<file path="config.mk">
export PLATFORM = sky130hd
export DESIGN_NAME = match_clock_gen
export DESIGN_NICKNAME = d
export VERILOG_FILES = /design/src/rtl/mcg_pkg.sv /design/src/rtl/mcg_refs.sv /design/src/rtl/mcg_counter.sv /design/src/rtl/mcg_events.sv /design/src/rtl/mcg_out_fsm.sv /design/src/rtl/match_clock_gen.sv
export SDC_FILE = /design/constraint.sdc
export NUM_CORES = 1
export LEC_CHECK = 0
export ABC_AREA = 1
export ABC_CLOCK_PERIOD_IN_PS = 1900
export BUFFER_PORTS_ARGS = -buffer_cell sky130_fd_sc_hd__buf_2
export CORE_MARGIN = 1.5
export CORE_UTILIZATION = 53
export DETAILED_ROUTE_END_ITERATION = 8
export GPL_TIMING_DRIVEN = 0
export PLACE_DENSITY_LB_ADDON = 0.05
export SYNTH_ARGS = -nofsm -noshare
export SYNTH_HDL_FRONTEND = slang
export SYNTH_SLANG_ARGS = --single-unit
</file>
<file path="constraint.sdc">
create_clock -name clk -period 1.9 [get_ports clk]
set_clock_uncertainty 0.1 [all_clocks]
set_input_delay 0 -clock clk [delete_from_list [all_inputs] [get_ports clk]]
set_output_delay 0 -clock clk [all_outputs]
set_load 0.01 [all_outputs]
</file>
<file path="src/rtl/mcg_pkg.sv">
package mcg_pkg;

    typedef enum logic {
        OUT_LOW  = 1'b0,
        OUT_HIGH = 1'b1
    } out_state_e;

    typedef struct packed {
        logic zero;
        logic match1;
        logic match2;
    } evt_t;

    // Falling event beats rising event; a stopped generator parks low.
    function automatic out_state_e next_out(out_state_e cur, logic run, evt_t ev);
        if (!run || ev.zero) begin
            return OUT_LOW;
        end
        if (ev.match1) begin
            return OUT_HIGH;
        end
        return cur;
    endfunction

endpackage

</file>
<file path="src/rtl/mcg_refs.sv">
module mcg_refs #(
    parameter int CNT_W = 8
) (
    input  logic             clk,
    input  logic             rst,
    input  logic             load,
    input  logic [CNT_W-1:0] lo_in,
    input  logic [CNT_W-1:0] hi_in,
    output logic [CNT_W-1:0] lo_q,
    output logic [CNT_W-1:0] hi_q
);

    // References are captured only at period boundaries.
    always_ff @(posedge clk) begin
        if (rst || load) begin
            lo_q <= lo_in;
            hi_q <= hi_in;
        end
    end

endmodule

</file>
<file path="src/rtl/mcg_counter.sv">
module mcg_counter #(
    parameter int CNT_W = 8
) (
    input  logic             clk,
    input  logic             rst,
    input  logic             clr,
    input  logic             en,
    input  logic             restart,
    output logic [CNT_W-1:0] cnt_q
);

    always_ff @(posedge clk) begin
        if (rst || clr || restart) begin
            cnt_q <= '0;
        end else if (en) begin
            cnt_q <= cnt_q + 1'b1;
        end
    end

endmodule

</file>
<file path="src/rtl/mcg_events.sv">
module mcg_events
    import mcg_pkg::*;
#(
    parameter int CNT_W = 8
) (
    input  logic             rst,
    input  logic             en,
    input  logic             clr,
    input  logic [CNT_W-1:0] cnt,
    input  logic [CNT_W-1:0] lo_ref,
    input  logic [CNT_W-1:0] hi_ref,
    output evt_t             ev
);

    logic run;

    always_comb begin
        run       = en && !rst;
        ev.match1 = run && (cnt == lo_ref);
        ev.match2 = run && (cnt == hi_ref);
        ev.zero   = !rst && (clr || ev.match2);
    end

endmodule

</file>
<file path="src/rtl/mcg_out_fsm.sv">
module mcg_out_fsm
    import mcg_pkg::*;
(
    input  logic clk,
    input  logic rst,
    input  logic en,
    input  evt_t ev,
    output logic clk_out
);

    out_state_e state_q;

    always_ff @(posedge clk) begin
        if (rst) begin
            state_q <= OUT_LOW;
        end else begin
            state_q <= next_out(state_q, en, ev);
        end
    end

    assign clk_out = (state_q == OUT_HIGH);

endmodule

</file>
<file path="src/rtl/match_clock_gen.sv">
module match_clock_gen
    import mcg_pkg::*;
#(
    parameter int CNT_W = 8
) (
    input  logic             clk,
    input  logic             rst,
    input  logic             en,
    input  logic             clr,
    input  logic [CNT_W-1:0] ref_lo,
    input  logic [CNT_W-1:0] ref_hi,
    output logic             clk_out,
    output logic             zero_stb,
    output logic             match1_stb,
    output logic             match2_stb
);

    logic [CNT_W-1:0] cnt;
    logic [CNT_W-1:0] lo_q;
    logic [CNT_W-1:0] hi_q;
    evt_t             ev;

    mcg_refs #(.CNT_W(CNT_W)) u_refs (
        .clk   (clk),
        .rst   (rst),
        .load  (ev.zero),
        .lo_in (ref_lo),
        .hi_in (ref_hi),
        .lo_q  (lo_q),
        .hi_q  (hi_q)
    );

    mcg_counter #(.CNT_W(CNT_W)) u_cnt (
        .clk     (clk),
        .rst     (rst),
        .clr     (clr),
        .en      (en),
        .restart (ev.match2),
        .cnt_q   (cnt)
    );

    mcg_events #(.CNT_W(CNT_W)) u_evt (
        .rst    (rst),
        .en     (en),
        .clr    (clr),
        .cnt    (cnt),
        .lo_ref (lo_q),
        .hi_ref (hi_q),
        .ev     (ev)
    );

    mcg_out_fsm u_fsm (
        .clk     (clk),
        .rst     (rst),
        .en      (en),
        .ev      (ev),
        .clk_out (clk_out)
    );

    assign zero_stb   = ev.zero;
    assign match1_stb = ev.match1;
    assign match2_stb = ev.match2;

endmodule

</file>
Yosys cells after proc, flatten, opt, wreduce, memory -nomap -nowiden
Index checks and enable logic that the tools add are counted.

storage, ports and cells
  bits in latches = 0
  register bits after elaboration = 25
  memories = 0
  word-level logic and storage cells = 28
  bits in writable memories = 0
  output and inout port bits = 4
  input bits = 20
  memory bits (read-only) = 0

cells by class
  $add $sub $neg = 1
  shifts and indexed selects = 0
  order comparisons = 0
  reduce and logical (&&, ||, !) cells = 12
  $mul = 0
  eq/ne operators = 2
  bitwise operators = 0
  div/mod/pow operators = 0
  mux-type cells = 9

operator list
  operator                                                        count
  8-bit == test                                                   2
  1-bit two-way mux                                               9
  8-bit by 1-bit adder with 8-bit output (second input constant)  1
  1-bit logical OR                                                5
  1-bit logical AND                                               4
  1-bit logical NOT                                               2
  2-bit nonzero test                                              1

Longest topological paths before layout
  depth after elaboration = 12
  depth in mapped cells = 8
  depth with buffers taken out = 8

Hierarchy
A second synthesis with hierarchy kept.

second synthesis, totals
  cells, all modules = 145
  area, all modules = 1237.4 sq um

modules (own cells, without submodules)
  module       area each (sq um)  cells an instance  seq. area each (sq um)  times used
  mcg_refs     491.7              19                 480.5                   1
  mcg_counter  357.8              49                 160.2                   1
  mcg_events   347.8              71                 0.0                     1
  mcg_out_fsm  40.0               6                  20.0                    1

Worst setup path after synthesis
OpenSTA, ideal clock, no wires.

  path kind = register to register
  start = register u_cnt.cnt_q[0]
  end = register u_refs.hi_q[0] (enable)
  required time = 1426 ps
  path slack = 234 ps
  path buffers = 0
  period minus slack after synthesis = 1666 ps
  arrival time = 1192 ps
  stages on the path, launching flop included = 7
  library setup time = 374 ps
  cells stage by stage = dfxtp_1 > inv_2 > nand2_1 > nand2_1 > nor2_1 > nand3_2 > o21bai_4

on the way
  word-level cells in the longest chain between the ends = 5

ends and longest elaborated chain
  element                 line               RTL
  start, declared         mcg_counter.sv:9   output logic [CNT_W-1:0] cnt_q
  start signal, assigned  mcg_counter.sv:16  cnt_q <= cnt_q + 1'b1;
  8-bit == test           mcg_events.sv:20   ev.match2 = run && (cnt == hi_ref);
  1-bit logical AND       mcg_events.sv:20
  1-bit logical OR        mcg_events.sv:21   ev.zero = !rst && (clr || ev.match2);
  1-bit logical AND       mcg_events.sv:21
  1-bit logical OR        mcg_refs.sv:15     if (rst || load) begin
  end signal, assigned    mcg_refs.sv:17     hi_q <= hi_in;
  end, declared           mcg_refs.sv:10     output logic [CNT_W-1:0] hi_q

No other way between the ends.
A chain may end at the register's enable or synchronous reset.

Worst setup path in the final report
  start = register u_cnt.cnt_q[0]
  end = output zero_stb

on the way
  word-level cells in the longest chain between the ends = 4

ends and longest elaborated chain
  element            line                   RTL
  8-bit == test      mcg_events.sv:20
  1-bit logical AND  mcg_events.sv:20
  1-bit logical OR   mcg_events.sv:21
  1-bit logical AND  mcg_events.sv:21
  end, declared      match_clock_gen.sv:13  output logic zero_stb,

No other way between the ends.

==> flow_summary.toml <==
[floorplan]
die_w_um = 50.7
dieArea_mm2 = 0.00257
core_region_area_mm2 = 0.00217
ioPinCount = 24
row_count = 17
dieHeight_um = 50.7
start_util = 0.555

[critical_path]
regToRegEndpoint = "u_refs.lo_q[0]"
worst_ep_required_time_ns = 1.80
crit_path_end = "zero_stb"
setup.worst_path.end_class = "output pin"
crit_fanout = 5
worstRegToRegCells = 6
rrSetupSlack_ns = 0.13
crit_type = "flip-flop to output pin"
startpoint = "u_cnt.cnt_q[0]"
timing.rr.start = "u_cnt.cnt_q[0]"
start_kind = "flip-flop"
arrival_ns = 1.68

[status]
status = "completed"

[drt]
wl_um = 2200
drc = 0
first_iter_violations = 25
drtAntennaViolNets = 0
wire_per_inst_um = 10.3
num_vias = 963
vias_per_cell = 4.52
drtPass1Iterations = 4

[final_layout]
nNetsFinal = 207
multiInputGateArea_um2 = 483
area_growth_pct = 30.2
ff_latch_area_um2 = 663
drive_gt1_frac = 0.222
final_core_util = 0.723
n_antenna_cell = 0
n_fill_cell = 175

[global_routing]
overflow = 0
grt_usage = 0.195
grt_pass1_wl_um = 3720
grt_pass1_vias = 892
antenna_found_initial = 0
grt_start_max_net_pins = 15

[synth]
ys_ff_latch = 25
synth.distinct_cells = 18
yosysTopAreaCellShare = 0.399
ys_seq_area_frac = 0.549
synthTopCellsByArea = "edfxtp_1 (40%), dfxtp_1 (15%), nand2_1 (13%)"
synth.net_count = 162
synthCells = 141
ys.warnings.count = 0
syn_area_mm2 = 0.00120
avgSynthCellArea_um2 = 8.54
synth.largest_area_cell = "edfxtp_1"

[clocking]
clock-root-buffer = "clkbuf_4"
cts_tree = "yes"
clk_latency_ns = 0.31
clock_path_buffers = 2
numCtsBuffers = 3
cts.htree.levels = 1
clkTransAtPathRegs_ns = 0.13
clock_sinks = 25

[timing]
max_slew_margin = 0.726
timing.fmax_ghz = 0.563
fin_crit_ns = 1.78
rsz0062_at_grt = "false"
worst_slew_pin_slew_ns = 0.411
finalMaxSlewViolations = 0
tns_ns = 0
hold_viol = 0
min_period_over_period = 0.935
setup_violations = 0

[power_and_ir_drop]
p_int_uw = 746
sequentialPowerShare = 0.643
switching_share = 0.223
ir_drop_uv = 498
cellPowerDensity_mw_per_mm2 = 613
p_sw_uw = 215
power_frac_comb = 0.117
leakage_nw = 0.698
power.share.clock = 0.239

[min_path]
hold_path_class = "input port to flip-flop"

[placed_design]
place.port_buffers = 22
hpwl_um = 1510
gp_congestion = 0.827

[run]
cap_violations = 0
==> area by class of cell <==
cell class	count	area share
Buffer	1	0.00479
Clock buffer	3	0.0144
Clock inverter	1	0.00319
Inverter	19	0.0455
Multi-Input combinational cell	97	0.308
Sequential cell	25	0.423
Tap cell	28	0.0223
Timing Repair Buffer	39	0.179
==> worst max-delay path, cell delays in order, from the launching register on <==
cell,delay [ns]
dfxtp_1,0.46
inv_2,0.08
nand2_1,0.07
nand2_1,0.05
nor2_1,0.11
nand3_2,0.17
nor2_1,0.16
nor2_1,0.06
nor2_1,0.07
buf_2,0.13
==> synth_stat cells <==
master / instances
nand2_1: 42
nor2_1: 29
edfxtp_1: 16
inv_1: 15
dfxtp_1: 9
xnor2_1: 5
inv_2: 4
xor2_1: 4
nand3_1: 3
nor2_2: 3
a21oi_1: 2
nand3_2: 2
nand4_1: 2
buf_4: 1
ha_1: 1
o21ai_0: 1
o21bai_4: 1
or2_2: 1
==> flip-flops by register name, summed over array words and instances (netlist names) <==
name and flops:
u_cnt.cnt_q 8, u_refs.hi_q 8, u_refs.lo_q 8, u_fsm.clk_out 1
==> cells by family after synthesis <==
| family | count (synthesis) | share of synthesized area |
|---|---|---|
| fa+ha+maj | 1 | 0.0104 |
| compound gates | 4 | 0.0281 |
| buf+inv | 20 | 0.0655 |
| flops | 25 | 0.549 |
| simple gates | 82 | 0.282 |
| xor+xnor | 9 | 0.0655 |
==> through the flow <==
step / power [mW] / hold WS (ns) / cells / worst slack (ns) / cell area [µm²]
after global routing: 1.01 / 0.0932 / 213 / 0.0199 / 1570
after detailed placement: 0.713 / 0.0783 / 191 / -0.0689 / 1350
after floorplan: 0.681 / -0.0525 / 141 / 0.234 / 1200
after CTS: 0.976 / 0.0666 / 213 / 0.0647 / 1570
final: 0.961 / 0.0698 / 213 / 0.123 / 1570
after global placement: 0.711 / 0.0759 / 191 / -0.0544 / 1350
==> worst min path at each step <==
stage                                end      start  depth (start not counted)
after floorplan                 zero_stb        rst                          1
after global placement    u_refs.hi_q[5]  ref_hi[5]                          1
after detailed placement  u_refs.lo_q[4]  ref_lo[4]                          1
after CTS                 u_cnt.cnt_q[0]        clr                          4
after global routing      u_cnt.cnt_q[0]        clr                          4
final                     u_cnt.cnt_q[0]        clr                          4
==> routing by layer <==
| layer | share of wire | up-vias | GRT usage |
|---|---|---|---|
| met5 | 0 | - | 0 |
| met4 | 0.0077 | 0 | 0.0676 |
| met3 | 0.025 | 2 | 0.0357 |
| met2 | 0.49 | 14 | 0.333 |
| met1 | 0.47 | 420 | 0.246 |
| li1 | - | 527 | - |
==> cells in the final DEF, fill, tap and decap left out <==
| cell type | n |
|---|---|
| nand3_2 | 2 |
| o21bai_4 | 2 |
| dfxtp_2 | 2 |
| xor2_1 | 4 |
| edfxtp_1 | 16 |
| inv_1 | 15 |
| or2_2 | 1 |
| o21ai_0 | 1 |
| clkbuf_4 | 3 |
| ha_1 | 1 |
| a21oi_1 | 2 |
| nor2_2 | 3 |
| nand2_1 | 42 |
| nand4_1 | 2 |
| buf_2 | 22 |
| dlygate4sd3_1 | 17 |
| clkinv_2 | 1 |
| dfxtp_1 | 7 |
| buf_4 | 1 |
| xnor2_1 | 5 |
| nand3_1 | 3 |
| nor2_1 | 29 |
| inv_2 | 4 |
==> repair_timing <==
item / in CTS / in global routing
setup buffers: 0 / 0
hold buffers: 17 / 0
endpoints found under the hold margin: 21 / 0
pin swaps: 1 / 2
resized for setup: 1 / 2
gates cloned: 1 / 0
endpoints found under the setup margin: 16 / 14
==> power by group through the flow <==
| stage | logic [mW] | registers (mW) | clock network, mW |
|---|---|---|---|
| 6_report | 0.113 | 0.619 | 0.230 |
| 5_1_grt | 0.125 | 0.622 | 0.260 |
| 4_1_cts | 0.113 | 0.619 | 0.244 |
| 3_5_place_dp | 0.0822 | 0.631 | 0 |
| 3_3_place_gp | 0.0802 | 0.631 | 0 |
| 2_1_floorplan | 0.0529 | 0.628 | 0 |
No activity file was read; power rests on OpenSTA's default activity.
